--- src/rtl/tcr_pkg.sv ---
package tcr_pkg;
  localparam int OFF_START     = 1;
  localparam int OFF_CONT      = 2;
  localparam int OFF_CLR       = 3;
  localparam int OFF_STAT_LO   = 4;
  localparam int NSTAT         = 14;
  localparam int OFF_STAT_HI   = OFF_STAT_LO + NSTAT - 1;
  localparam int OFF_RATE      = OFF_STAT_HI + 1;
  localparam int STAT_IDX_W    = $clog2(NSTAT);
  localparam int RATE_EN_BIT   = 0;
  localparam int RATE_DIR_LO   = 4;
  localparam int RATE_DIR_W    = 3;
  localparam int RATE_TILE_BIT = 7;
  localparam int NPULSE        = 2;

  typedef struct packed {
    logic                  hit_start;
    logic                  hit_cont;
    logic                  hit_clr;
    logic                  hit_stat;
    logic                  hit_rate;
    logic                  hit_none;
    logic [STAT_IDX_W-1:0] stat_idx;
  } sel_t;

  typedef struct packed {
    logic                  tile;
    logic [RATE_DIR_W-1:0] dir;
    logic                  en;
  } rate_t;
endpackage

--- src/rtl/tcr_decode.sv ---
module tcr_decode
  import tcr_pkg::*;
#(
  parameter int ADDR_W = 8
) (
  input  logic [ADDR_W-1:0] addr,
  output sel_t              sel
);
  logic [ADDR_W-1:0] stat_off;

  always_comb begin
    stat_off       = addr - ADDR_W'(OFF_STAT_LO);
    sel.hit_start  = (addr == ADDR_W'(OFF_START));
    sel.hit_cont   = (addr == ADDR_W'(OFF_CONT));
    sel.hit_clr    = (addr == ADDR_W'(OFF_CLR));
    sel.hit_stat   = (addr >= ADDR_W'(OFF_STAT_LO)) && (addr <= ADDR_W'(OFF_STAT_HI));
    sel.hit_rate   = (addr == ADDR_W'(OFF_RATE));
    sel.hit_none   = !(sel.hit_start || sel.hit_cont || sel.hit_clr ||
                       sel.hit_stat || sel.hit_rate);
    sel.stat_idx   = sel.hit_stat ? stat_off[STAT_IDX_W-1:0] : '0;
  end
endmodule

--- src/rtl/tcr_ctrl_bits.sv ---
module tcr_ctrl_bits
  import tcr_pkg::*;
(
  input  logic clk,
  input  logic rst_n,
  input  logic wr,
  input  logic wbit0,
  input  sel_t sel,
  output logic start_pulse,
  output logic clr_pulse,
  output logic cont_en
);
  logic [NPULSE-1:0] pulse_hit;
  logic [NPULSE-1:0] pulse_q;

  assign pulse_hit = {sel.hit_clr, sel.hit_start};

  for (genvar g = 0; g < NPULSE; g++) begin : g_pulse
    always_ff @(posedge clk or negedge rst_n) begin
      if (!rst_n) pulse_q[g] <= 1'b0;
      else        pulse_q[g] <= wr && pulse_hit[g] && wbit0;
    end
  end

  always_ff @(posedge clk or negedge rst_n) begin
    if (!rst_n)                   cont_en <= 1'b0;
    else if (wr && sel.hit_cont)  cont_en <= wbit0;
  end

  assign start_pulse = pulse_q[0];
  assign clr_pulse   = pulse_q[1];

  // a strobe can only follow an edge that carried a write
  assert_strobe_needs_write_R3: assert property (@(posedge clk) disable iff (!rst_n)
    !$past(wr) |-> !start_pulse && !clr_pulse);
  // the two strobes come from different offsets and never coincide
  assert_strobes_exclusive_R5: assert property (@(posedge clk) disable iff (!rst_n)
    !(start_pulse && clr_pulse));
  // continuous bit moves only on a write to its own offset
  assert_cont_stable_R4: assert property (@(posedge clk) disable iff (!rst_n)
    !$past(wr && sel.hit_cont) |-> $stable(cont_en));
endmodule

--- src/rtl/tcr_rate_sw.sv ---
module tcr_rate_sw
  import tcr_pkg::*;
#(
  parameter int DATA_W = 32
) (
  input  logic              clk,
  input  logic              rst_n,
  input  logic              wr,
  input  logic [DATA_W-1:0] wdata,
  input  sel_t              sel,
  input  logic              done,
  output rate_t             rate
);
  always_ff @(posedge clk or negedge rst_n) begin
    if (!rst_n) begin
      rate <= '0;
    end else if (rate.en) begin
      if (done) rate.en <= 1'b0;
    end else if (wr && sel.hit_rate) begin
      rate.tile <= wdata[RATE_TILE_BIT];
      rate.dir  <= wdata[RATE_DIR_LO +: RATE_DIR_W];
      rate.en   <= wdata[RATE_EN_BIT];
    end
  end

  // a pending request holds until the agent reports completion
  assert_hold_pending_R9: assert property (@(posedge clk) disable iff (!rst_n)
    rate.en && !done |=> rate.en && $stable(rate.tile) && $stable(rate.dir));
  // completion clears the enable at the next edge
  assert_done_clears_R10: assert property (@(posedge clk) disable iff (!rst_n)
    rate.en && done |=> !rate.en);
  // a request appears only through a bus write to the rate word
  assert_set_by_write_R8: assert property (@(posedge clk) disable iff (!rst_n)
    $rose(rate.en) |-> $past(wr && sel.hit_rate));
  // the enable only falls on a done pulse
  assert_fall_by_done_R10: assert property (@(posedge clk) disable iff (!rst_n)
    $fell(rate.en) |-> $past(done));
endmodule

--- src/rtl/tcr_rd_mux.sv ---
module tcr_rd_mux
  import tcr_pkg::*;
#(
  parameter int DATA_W = 32
) (
  input  logic                    clk,
  input  logic                    rst_n,
  input  logic                    rd,
  input  sel_t                    sel,
  input  logic [NSTAT*DATA_W-1:0] stat_words,
  input  logic                    cont_en,
  input  rate_t                   rate,
  output logic [DATA_W-1:0]       rdata,
  output logic                    rvalid
);
  logic [DATA_W-1:0] stat_arr [NSTAT];
  logic [DATA_W-1:0] rate_word;
  logic [DATA_W-1:0] rd_next;

  for (genvar g = 0; g < NSTAT; g++) begin : g_stat
    assign stat_arr[g] = stat_words[g*DATA_W +: DATA_W];
  end

  always_comb begin
    rate_word                             = '0;
    rate_word[RATE_TILE_BIT]              = rate.tile;
    rate_word[RATE_DIR_LO +: RATE_DIR_W]  = rate.dir;
    rate_word[RATE_EN_BIT]                = rate.en;
    rd_next = '0;
    if (sel.hit_cont)      rd_next = DATA_W'(cont_en);
    else if (sel.hit_stat) rd_next = stat_arr[sel.stat_idx];
    else if (sel.hit_rate) rd_next = rate_word;
  end

  always_ff @(posedge clk or negedge rst_n) begin
    if (!rst_n) begin
      rvalid <= 1'b0;
      rdata  <= '0;
    end else begin
      rvalid <= rd;
      rdata  <= rd ? rd_next : '0;
    end
  end

  // a response only ever follows a read strobe
  assert_rvalid_after_rd_R2: assert property (@(posedge clk) disable iff (!rst_n)
    rvalid |-> $past(rd));
  // data is quiet outside a response
  assert_rdata_quiet_R2: assert property (@(posedge clk) disable iff (!rst_n)
    !rvalid |-> rdata == '0);
  // unmapped offsets answer zero
  assert_unmapped_zero_R7: assert property (@(posedge clk) disable iff (!rst_n)
    rvalid && $past(sel.hit_none) |-> rdata == '0);
  // strobe offsets answer zero
  assert_pulse_regs_zero_R5: assert property (@(posedge clk) disable iff (!rst_n)
    rvalid && $past(sel.hit_start || sel.hit_clr) |-> rdata == '0);
endmodule

--- src/rtl/tcr_top.sv ---
module tcr_top
  import tcr_pkg::*;
#(
  parameter int ADDR_W = 8,
  parameter int DATA_W = 32
) (
  input  logic                    clk,
  input  logic                    rst_n,
  input  logic [ADDR_W-1:0]       bus_addr,
  input  logic                    bus_wr,
  input  logic [DATA_W-1:0]       bus_wdata,
  input  logic                    bus_rd,
  output logic [DATA_W-1:0]       bus_rdata,
  output logic                    bus_rvalid,
  input  logic [NSTAT*DATA_W-1:0] stat_words,
  output logic                    start_pulse,
  output logic                    cont_en,
  output logic                    clr_err_pulse,
  output logic                    sw_req_valid,
  output logic                    sw_tile,
  output logic [RATE_DIR_W-1:0]   sw_dir,
  input  logic                    sw_done
);
  sel_t  sel;
  rate_t rate;

  tcr_decode #(.ADDR_W(ADDR_W)) u_decode (
    .addr (bus_addr),
    .sel  (sel)
  );

  tcr_ctrl_bits u_ctrl (
    .clk         (clk),
    .rst_n       (rst_n),
    .wr          (bus_wr),
    .wbit0       (bus_wdata[0]),
    .sel         (sel),
    .start_pulse (start_pulse),
    .clr_pulse   (clr_err_pulse),
    .cont_en     (cont_en)
  );

  tcr_rate_sw #(.DATA_W(DATA_W)) u_rate (
    .clk   (clk),
    .rst_n (rst_n),
    .wr    (bus_wr),
    .wdata (bus_wdata),
    .sel   (sel),
    .done  (sw_done),
    .rate  (rate)
  );

  tcr_rd_mux #(.DATA_W(DATA_W)) u_rd (
    .clk        (clk),
    .rst_n      (rst_n),
    .rd         (bus_rd),
    .sel        (sel),
    .stat_words (stat_words),
    .cont_en    (cont_en),
    .rate       (rate),
    .rdata      (bus_rdata),
    .rvalid     (bus_rvalid)
  );

  assign sw_req_valid = rate.en;
  assign sw_tile      = rate.tile;
  assign sw_dir       = rate.dir;

  // direction code seen by the agent stays put for a whole request
  assert_dir_stable_R11: assert property (@(posedge clk) disable iff (!rst_n)
    sw_req_valid && $past(sw_req_valid) |-> $stable(sw_dir) && $stable(sw_tile));
endmodule

--- config.mk ---
export PLATFORM = sky130hd
export DESIGN_NAME = tcr_top
export DESIGN_NICKNAME = d
export VERILOG_FILES = /design/src/rtl/tcr_pkg.sv /design/src/rtl/tcr_decode.sv /design/src/rtl/tcr_ctrl_bits.sv /design/src/rtl/tcr_rate_sw.sv /design/src/rtl/tcr_rd_mux.sv /design/src/rtl/tcr_top.sv
export SDC_FILE = /design/constraint.sdc
export NUM_CORES = 1
export LEC_CHECK = 0
export BUFFER_PORTS_ARGS = -buffer_cell sky130_fd_sc_hd__buf_4
export CAP_MARGIN = 0
export CORE_AREA = 8 8 203 205
export DETAILED_ROUTE_END_ITERATION = 10
export DIE_AREA = 0 0 211 213
export PLACE_DENSITY = 0.52
export SETUP_SLACK_MARGIN = 0.2
export SYNTH_ARGS = -nofsm -noshare
export SYNTH_HDL_FRONTEND = slang
export SYNTH_SLANG_ARGS = --single-unit
--- constraint.sdc ---
create_clock -name clk -period 2.1 [get_ports clk]
set_input_delay 0.42 -clock clk [delete_from_list [all_inputs] [get_ports clk]]
set_output_delay 0.42 -clock clk [all_outputs]
set_load 0.02 [all_outputs]
==> metrics.csv, run 1 <==
metric,value,unit
outcome,finished with violations,
failing checks,setup timing,
Final setup viols,31,
die span in x,211,um
syn_nets,1316,
drt drc,0,
Hold Slack,134.1,ps
Max-Cap Viols,0,
worst slew pin tran,680.8,ps
Detail Placement HPWL,40390,um
reg2reg path depth,3,
register area share after synthesis,16.88,%
Layout area overhead,125.6,%
Int Power,0.002561,W
clock power share,26.0,%
1st-pass router iterations,5,
grt ovf,0,
later-pin clock latency in the skew report,310,ps
sequential share of power,20.6,%
"top cells by area, synth","dfrtp_1 17%, nand3_1 12%, o21ai_0 7.4%, a21oi_1 7.2%, mux2_2 6.3%",
global placement routability congestion,0.9073,
cell taking the most area after synthesis,dfrtp_1,
initial core utilization,15.95,%
Yosys top cell area share,16.88,%
synth cell count leaders,"142 x nand3_1, 90 x o21ai_0, 87 x a21oi_1",
die height,213,um
fmax,444.8,MHz
worst path required time,2300,ps
number of port buffers,506,
1st-iter DRT viols,618,
period utilization,107.1,%
clk slew on worst S/H paths,70,ps
post-route ant nets,0,
Lkg Pwr,5.997,nW
switching pwr,0.001374,W
final setup TNS,-3253,ps
most frequent cell after synthesis,nand3_1,
"EDFF count, synth",0,
Die ar.,44940,um2
Cell variety after synth,58,
largest net degree at the start of global routing,43,
via count,9978,
first-pass GRT wire length,71520,um
Core Region,38110,um2
final core occ,35.98,%
Total GRT Usage,21.55,%
WL/cell,26.70,um
Avg Inst Size Synth,7.413,um2
total power,0.003935,W
share of cells above drive strength 1,64.28,%
CP Class,primary input to flop,
"Slew Viols, Final",0,
post-route setup slack,-148.4,ps
Hold Path Class,primary input to asynchronous set/reset pin,
min cycle time layout,2248,ps
antenna violations before repair,5,
row cnt,72,
drt total wl,52350,um
Synth Register Bits,41,
PwrDens,287.0,nW/um2
final net count,1934,
Worst Path Arrival,2450,ps
unrepaired setup endpoints after global routing,yes,
clock sinks,41,
VDD IR-drop max,280.8,uV
Cells after Synth,820,
Most used DFF post-synth,dfrtp_1,
CP endpoint kind,flop,
detail-routed via count per cell,5.088,
I/O pin count,534,
synth warn,0,
Final Hold Fails,0,
number of global-route vias before repair,10480,
Clock Tree Buf Depth,2,
critical path peak fanout,13,
CTS tree,built,
Worst Clk Skew,4.100,ps
Slew HR,54.61,%
Netlist Area Pre-Place,6078,um2
H-tree depth,2,
"Hold-fix buffers, CTS",0,
switch share,34.92,%
clk root buf,clkbuf_16,
combinational group share of total power,53.4,%
clock buffer count from CTS,5,
Setup crit start kind,primary input,
Place WS,-737.7,ps
Synth async-reset ratio,100.0,%
worst paths after layout:
path / from / end / slack [ps]
min: rst_n / u_rd.rvalid / 130
min in group clk: bus_rd / u_rd.rvalid / 260
max reg2reg: u_rate.rate[0] / u_rate.rate[2] / 830
min reg2reg: u_ctrl.cont_en / u_ctrl.cont_en / 550
max: bus_addr[3] / u_rd.rdata[29] / -150
max in group asynchronous: rst_n / u_rd.rdata[18] / 1500
what timing repair did:
item / in CTS / in global routing
resized for setup: 93 / 79
pin swaps: 30 / 33
setup endpoints to repair: 36 / 36
setup buffers: 18 / 23
gates cloned: 9 / 2
logic make-up (layout without fill, tap and decap cells):
logic type | after synthesis | in the layout | share of synthesized area [%]
AOI/OAI and AO/OA | 340 | 340 | 39.26
and+or+nand+nor | 289 | 289 | 28.18
buffers and inverters | 105 | 724 | 7.452
other | 0 | 4 | 0
DFF | 41 | 41 | 16.88
muxes | 42 | 42 | 7.616
adders and majority gates | 3 | 3 | 0.6176
power by group through the flow:
stage | sequential, W | combinational (W) | clock, W
CTS | 0.000812 | 0.00201 | 0.00107
detailed placement | 0.000827 | 0.00183 | 0
global route | 0.000814 | 0.00221 | 0.00108
finish | 0.000812 | 0.00210 | 0.00102
floorplan | 0.000844 | 0.000592 | 0
global placement | 0.000828 | 0.00183 | 0
worst max-delay path: stages:
cell,delay (ps)
buf_12,110
inv_16,50
ha_4,110
or3b_4,380
a21o_4,270
nor2_4,160
buf_12,180
mux2_4,320
a221oi_2,250
buf_4,140
nor4_1,40
sequential cells by signal, summed over array words and instances (netlist names):
signal and count:
u_ctrl.clr_pulse 1, u_rd.rdata 32, u_rate.rate 5, u_ctrl.cont_en 1
u_ctrl.start_pulse 1, u_rd.rvalid 1
cell type report:
| type | count | area, um2 |
|---|---|---|
| Fill cell | 3982 | 24400 |
| Timing Repair Buffer | 709 | 6296 |
| Multi-Input combinational cell | 674 | 5508 |
| Sequential cell | 41 | 1026 |
| Tap cell | 518 | 648.1 |
| Clock buffer | 7 | 142.6 |
| Inverter | 7 | 50.05 |
| Clock inverter | 1 | 30.03 |
| Antenna cell | 4 | 10.01 |
through the flow:
stage | instances | cell area, um2
2_1_floorplan | 820 | 6467
3_3_place_gp | 1897 | 12060
3_5_place_dp | 1897 | 12060
4_1_cts | 1932 | 13130
5_1_grt | 1961 | 13710
6_report | 1961 | 13710
layer usage:
layer / share of wire, % / GRT usage [%]
met1: 40 / 26.16
met2: 49 / 37.44
met3: 7.3 / 4.447
met4: 3.3 / 7.288
met5: 0.025 / 0
cells in the final DEF (no fill, tap or decap), types with 5 or more instances in the layout:
cell type,netlist,routed
a211oi_2,0,30
a21oi_1,87,66
a21oi_2,1,16
a21oi_4,0,6
a221oi_1,37,28
a221oi_2,20,29
a22o_1,5,5
a32o_1,10,10
buf_12,0,48
buf_16,0,5
buf_4,0,623
buf_6,5,22
bufbuf_16,0,5
clkbuf_16,0,7
dfrtp_1,41,41
inv_1,7,5
mux2_2,34,7
mux2_4,0,27
mux2i_1,8,7
nand2_1,20,15
nand2_2,1,5
nand3_1,142,127
nand3_2,0,11
nand4b_1,27,27
nor2_1,37,34
nor4_1,12,6
nor4_2,20,26
o21ai_0,90,80
o21ai_4,0,5
o31a_1,27,27
No activity file was read; power rests on OpenSTA's default activity.
==> run 2, diff against run 1 <==
--- a/config.mk
+++ b/config.mk
@@ -7,11 +7,11 @@
 export LEC_CHECK = 0
 export BUFFER_PORTS_ARGS = -buffer_cell sky130_fd_sc_hd__buf_4
 export CAP_MARGIN = 0
-export CORE_AREA = 8 8 203 205
+export CORE_AREA = 8 8 200 202
+export CTS_BUF_LIST = sky130_fd_sc_hd__clkbuf_2 sky130_fd_sc_hd__clkbuf_4 sky130_fd_sc_hd__clkbuf_8
 export DETAILED_ROUTE_END_ITERATION = 10
-export DIE_AREA = 0 0 211 213
-export PLACE_DENSITY = 0.52
-export SETUP_SLACK_MARGIN = 0.2
+export DIE_AREA = 0 0 208 210
+export PLACE_DENSITY = 0.53
 export SYNTH_ARGS = -nofsm -noshare
 export SYNTH_HDL_FRONTEND = slang
 export SYNTH_SLANG_ARGS = --single-unit
==> run 2 against run 1 <==
The run still ends with setup timing left. Final cell count decreased by 3.0%. Routed wire length increased by 0.62%. Clock power decreased by 31%. Final area decreased by 3.5%. Largest cell class unchanged. Highest routed layer unchanged.
==> metrics.csv, run 2 (synthesized netlist as in run 1, its figures left out) <==
metric,value,unit
Total GRT Usage,22.26,%
worst path required time,2360,ps
"Hold-fix buffers, CTS",0,
Slew HR,49.07,%
Place WS,-831.5,ps
drt total wl,52670,um
"Most flops, register",u_rd.rdata,
first-pass GRT wire length,72070,um
final setup TNS,-2610,ps
1st-iter DRT viols,774,
Worst Path Arrival,2540,ps
CP endpoint kind,flop,
unrepaired setup endpoints after global routing,yes,
final core occ,35.80,%
antenna violations before repair,2,
1st-pass router iterations,7,
number of global-route vias before repair,10480,
detail-routed via count per cell,5.210,
post-route setup slack,-181.1,ps
reg2reg path depth,3,
H-tree depth,2,
I/O pin count,534,
Regs by FF count,"u_rd.rdata (32), u_rate.rate (5)",
grt ovf,0,
Multi-input gate area,5310,um2
via count,9915,
VDD IR-drop max,249.6,uV
later-pin clock latency in the skew report,360,ps
drt drc,0,
die span in x,208,um
min cycle time layout,2281,ps
Max-Cap Viols,0,
clk root buf,clkbuf_8,
Final Non-Filler Cells,1903,
final net count,1924,
PwrDens,271.0,nW/um2
period utilization,108.6,%
Hold Path Class,primary input to asynchronous set/reset pin,
critical path peak fanout,6,
"Slew Viols, Final",0,
Lkg Pwr,5.787,nW
outcome,finished with violations,
Core Region,36960,um2
Detail Placement HPWL,38250,um
failing checks,setup timing,
fmax,438.4,MHz
CTS tree,built,
Worst Clk Skew,3.093,ps
largest net degree at the start of global routing,54,
clock buffer count from CTS,5,
Die ar.,43680,um2
row cnt,71,
clk slew on worst S/H paths,130,ps
Layout area overhead,117.6,%
worst slew pin tran,764.0,ps
Final Hold Fails,0,
FF-to-FF End,u_rate.rate[2],
Final setup viols,27,
initial core utilization,16.45,%
number of port buffers,506,
sequential cell area,1026,um2
fill cell count,3878,
reg2reg setup slack,840,ps
Worst R2R Start,u_rate.rate[0],
WL/cell,27.68,um
max FFs per register,32,
die height,210,um
n_diodes,0,
most frequent cells in the layout,"624 x buf_4, 130 x nand3_1, 79 x o21ai_0, 71 x a21oi_1",
Setup crit start kind,primary input,
share of cells above drive strength 1,62.07,%
Clock Tree Buf Depth,2,
global placement routability congestion,0.8721,
CP Class,primary input to flop,
"most common cell after layout, fill and taps aside",buf_4,
clock sinks,41,
post-route ant nets,0,
Placed Cells incl. Taps,1854,
[run 2: worst max-delay path by stage]
stage                 from        endpoint  slack [ps]  cells after the start
6_report       bus_addr[2]   u_rd.rdata[1]        -180                     15
5_1_grt        bus_addr[3]  u_rd.rdata[24]        -260                     13
4_1_cts        bus_addr[3]  u_rd.rdata[25]        -120                     12
3_5_place_dp   bus_addr[7]   u_rd.rdata[3]        -830                     10
3_3_place_gp   bus_addr[7]   u_rd.rdata[3]        -820                     10
2_1_floorplan  bus_addr[3]  u_rd.rdata[23]        -230                     10
[run 2: area by class of cell]
type | count | area share, %
Clock buffer | 5 | 0.5202
Clock inverter | 3 | 0.1892
Timing Repair Buffer | 699 | 46.53
Sequential cell | 41 | 7.756
Multi-Input combinational cell | 674 | 40.14
Inverter | 7 | 0.3783
Tap cell | 474 | 4.483
[run 2: where the power goes]
part	internal (W)	switching [W]	total [W]
Clock	0.000245	0.000461	0.000707
Combinational	0.00114	0.000922	0.00207
Sequential	0.000804	0.00000799	0.000812
Total	0.00219	0.00139	0.00358
[run 2: worst max-delay path: stages]
cell,delay [ps]
buf_12,110
inv_8,60
ha_4,130
and2_4,160
buf_6,90
o211ai_1,100
buf_4,150
buf_4,140
buf_16,140
buf_4,160
o21ai_0,260
nand3_1,190
a21oi_4,220
buf_4,160
nor4_2,40
[run 2: timing repair]
| item | 4_1_cts | 5_1_grt |
|---|---|---|
| setup buffers | 24 | 7 |
| gates cloned | 9 | 4 |
| pin swaps | 26 | 15 |
| gates resized for setup | 76 | 48 |
| endpoints found under the setup margin | 30 | 32 |
[run 2: per-stage QoR]
step	hold slack [ps]	area, um2	power (W)
3_5_place_dp	529.4	11930	0.002657
2_1_floorplan	124.4	6422	0.001430
3_3_place_gp	533.0	11930	0.002646
4_1_cts	110.4	12830	0.003542
5_1_grt	129.0	13230	0.003766
6_report	101.8	13230	0.003585
[run 2: routing by layer]
| metal | global-route usage [%] | wire, um | vias up |
|---|---|---|---|
| met4 | 9.055 | 2016 | 4 |
| li1 | - | - | 4485 |
| met2 | 36.33 | 24800 | 570 |
| met3 | 6.565 | 4499 | 95 |
| met5 | 0 | 27 | - |
| met1 | 27.25 | 21330 | 4761 |
==> run 3, diff against run 2 <==
==> constraint.sdc (replaced) <==
create_clock -name clk -period 2.1 [get_ports clk]
set_input_delay 0 -clock clk [delete_from_list [all_inputs] [get_ports clk]]
set_output_delay 0 -clock clk [all_outputs]
set_load 0.02 [all_outputs]
==> run 3 against run 2 <==
The flow now finishes without violations. Final area decreased by 12%. Global-route usage decreased by 0.86 points. Total power down 9.3%. Critical endpoint is now u_rd.rdata[25]. Utilization fell by 4.3 points. Largest power group unchanged. Critical path depth shrank 4. Final cell count down 3.0%. Highest routed layer unchanged. Clock power is 4.4% lower. Non-clock buffer count decreased by 57. Routed wire length down 6.3%.
==> metrics.csv, run 3 (synthesized netlist as in run 1, its figures left out) <==
metric,value,unit
Worst Clk Skew,12.93,ps
period utilization,96.74,%
min cycle time layout,2032,ps
worst path required time,2340,ps
Max-Cap Viols,0,
slowest CP cell,or3b_1,
antenna violations before repair,1,
Core Region,36960,um2
Die ar.,43680,um2
Detail Placement HPWL,40130,um
n_diodes,0,
"most common cell after layout, fill and taps aside",buf_4,
I/O pin count,534,
Clock Tree Buf Depth,2,
H-tree depth,2,
CP top delay family,simple AND/OR/NAND/NOR gates,
critical path peak fanout,14,
most frequent cells in the layout,"603 x buf_4, 141 x nand3_1, 90 x o21ai_0, 83 x a21oi_1, 41 x dfrtp_1",
drt total wl,49370,um
WL/cell,26.76,um
Lkg Pwr,5.144,nW
Final setup viols,0,
Final Non-Filler Cells,1845,
VDD IR-drop max,247.8,uV
CP most frequent cell,buf_4,
outcome,finished clean,
Hold Path Class,primary input to flop,
clock sinks,41,
max FFs per register,32,
Critical Path End,u_rd.rdata[25],
clk slew on worst S/H paths,120,ps
fill cell count,3985,
worst slew pin tran,719.4,ps
grt ovf,0,
fmax,492.2,MHz
Worst R2R Start,u_rate.rate[0],
die height,210,um
Max stage delay on crit path,390,ps
detail-routed via count per cell,5.232,
Worst Setup SP,bus_addr[3],
1st-iter DRT viols,797,
post-route ant nets,0,
clock buffer count from CTS,5,
later-pin clock latency in the skew report,350,ps
Placed Cells incl. Taps,1828,
Setup crit start kind,primary input,
Final Cell Area,11640,um2
via count,9653,
M1 WL,20940,um
reg2reg path depth,5,
PwrDens,279.3,nW/um2
number of port buffers,506,
Layout area overhead,91.50,%
CP Class,primary input to flop,
total power,0.003251,W
share of cells above drive strength 1,53.90,%
Regs by FF count,"u_rd.rdata (32), u_rate.rate (5)",
"Most flops, register",u_rd.rdata,
1st-pass router iterations,5,
Hold Slack,49.10,ps
Slew HR,52.04,%
number of global-route vias before repair,9967,
"Slew Viols, Final",0,
Final Hold Fails,0,
Bufs and invs on worst path,4,
initial core utilization,16.45,%
Placed Instance Area,11420,um2
final core occ,31.50,%
met3 wire length,3889,um
final net count,1867,
largest net degree at the start of global routing,53,
Crit path depth,11,
CTS tree,built,
reg2reg setup slack,580,ps
Total GRT Usage,21.40,%
row cnt,71,
first-pass GRT wire length,70240,um
highest routed layer,met5,
metal2 WL,23540,um
FF-to-FF End,u_rate.rate[0],
die span in x,208,um
Worst Path Arrival,2270,ps
clk root buf,clkbuf_8,
crit-path cells,buf_4 > inv_1 > ha_1 > or3b_1 > a21o_4 > nor2_4 > buf_12 > buf_4 > mux2_2 > a211oi_1 > nor4_2,
drt drc,0,
global placement routability congestion,0.8985,
CP endpoint kind,flop,
[run 3: timing repair]
| item | 4_1_cts | 5_1_grt |
|---|---|---|
| buffers inserted | 0 | 1 |
| setup endpoints to repair | 1 | 14 |
| gates resized for setup | 1 | 8 |
| hold buffers | 9 | 0 |
| pin swaps | 0 | 0 |
| endpoints found under the hold margin | 50 | 0 |
[run 3: worst min-delay path: cells and delay by family]
kind / cells / cell delay [ps]
buffers and inverters: 1 / 140
AND/OR/NAND/NOR: 3 / 230
[run 3: metal layers]
metal | global-route usage, % | vias up
met4 | 4.332 | 2
met2 | 36.11 | 535
li1 | - | 4370
met3 | 5.584 | 50
met5 | 0 | -
met1 | 27.31 | 4696
[run 3: power breakdown]
| group | leakage, nW | switching (W) | total (W) | internal [W] |
|---|---|---|---|---|
| Combinational | 4.53 | 0.000806 | 0.00176 | 0.000958 |
| Sequential | 0.567 | 0.00000826 | 0.000812 | 0.000803 |
| Clock | 0.0477 | 0.000399 | 0.000676 | 0.000277 |
[run 3: how the worst min path moves through the flow]
stage | from | to | depth (start not counted) | slack, ps
after global placement | rst_n | u_ctrl.clr_pulse | 1 | 100
final | bus_addr[4] | u_ctrl.start_pulse | 4 | 50
after global routing | stat_words[287] | u_rd.rdata[31] | 4 | 50
after CTS | bus_addr[4] | u_ctrl.start_pulse | 4 | 20
after detailed placement | rst_n | u_ctrl.start_pulse | 1 | 100
after floorplan | rst_n | u_ctrl.clr_pulse | 0 | -300
[run 3: through the flow]
step	TNS [ps]	setup WS, ps
2_1_floorplan	-582.7	-31.67
3_3_place_gp	-5883	-363.8
3_5_place_dp	-6594	-397.7
4_1_cts	0	23.92
5_1_grt	-9.533	-9.348
6_report	0	68.47
[run 3: cell type report]
class / count / area [um2] / share of cell area, %
Clock buffer: 7 / 90.09 / 0.7739
Inverter: 7 / 26.28 / 0.2257
Multi-Input combinational cell: 674 / 4696 / 40.34
Sequential cell: 41 / 1026 / 8.814
Tap cell: 474 / 593.1 / 5.095
Timing Repair Buffer: 642 / 5209 / 44.75
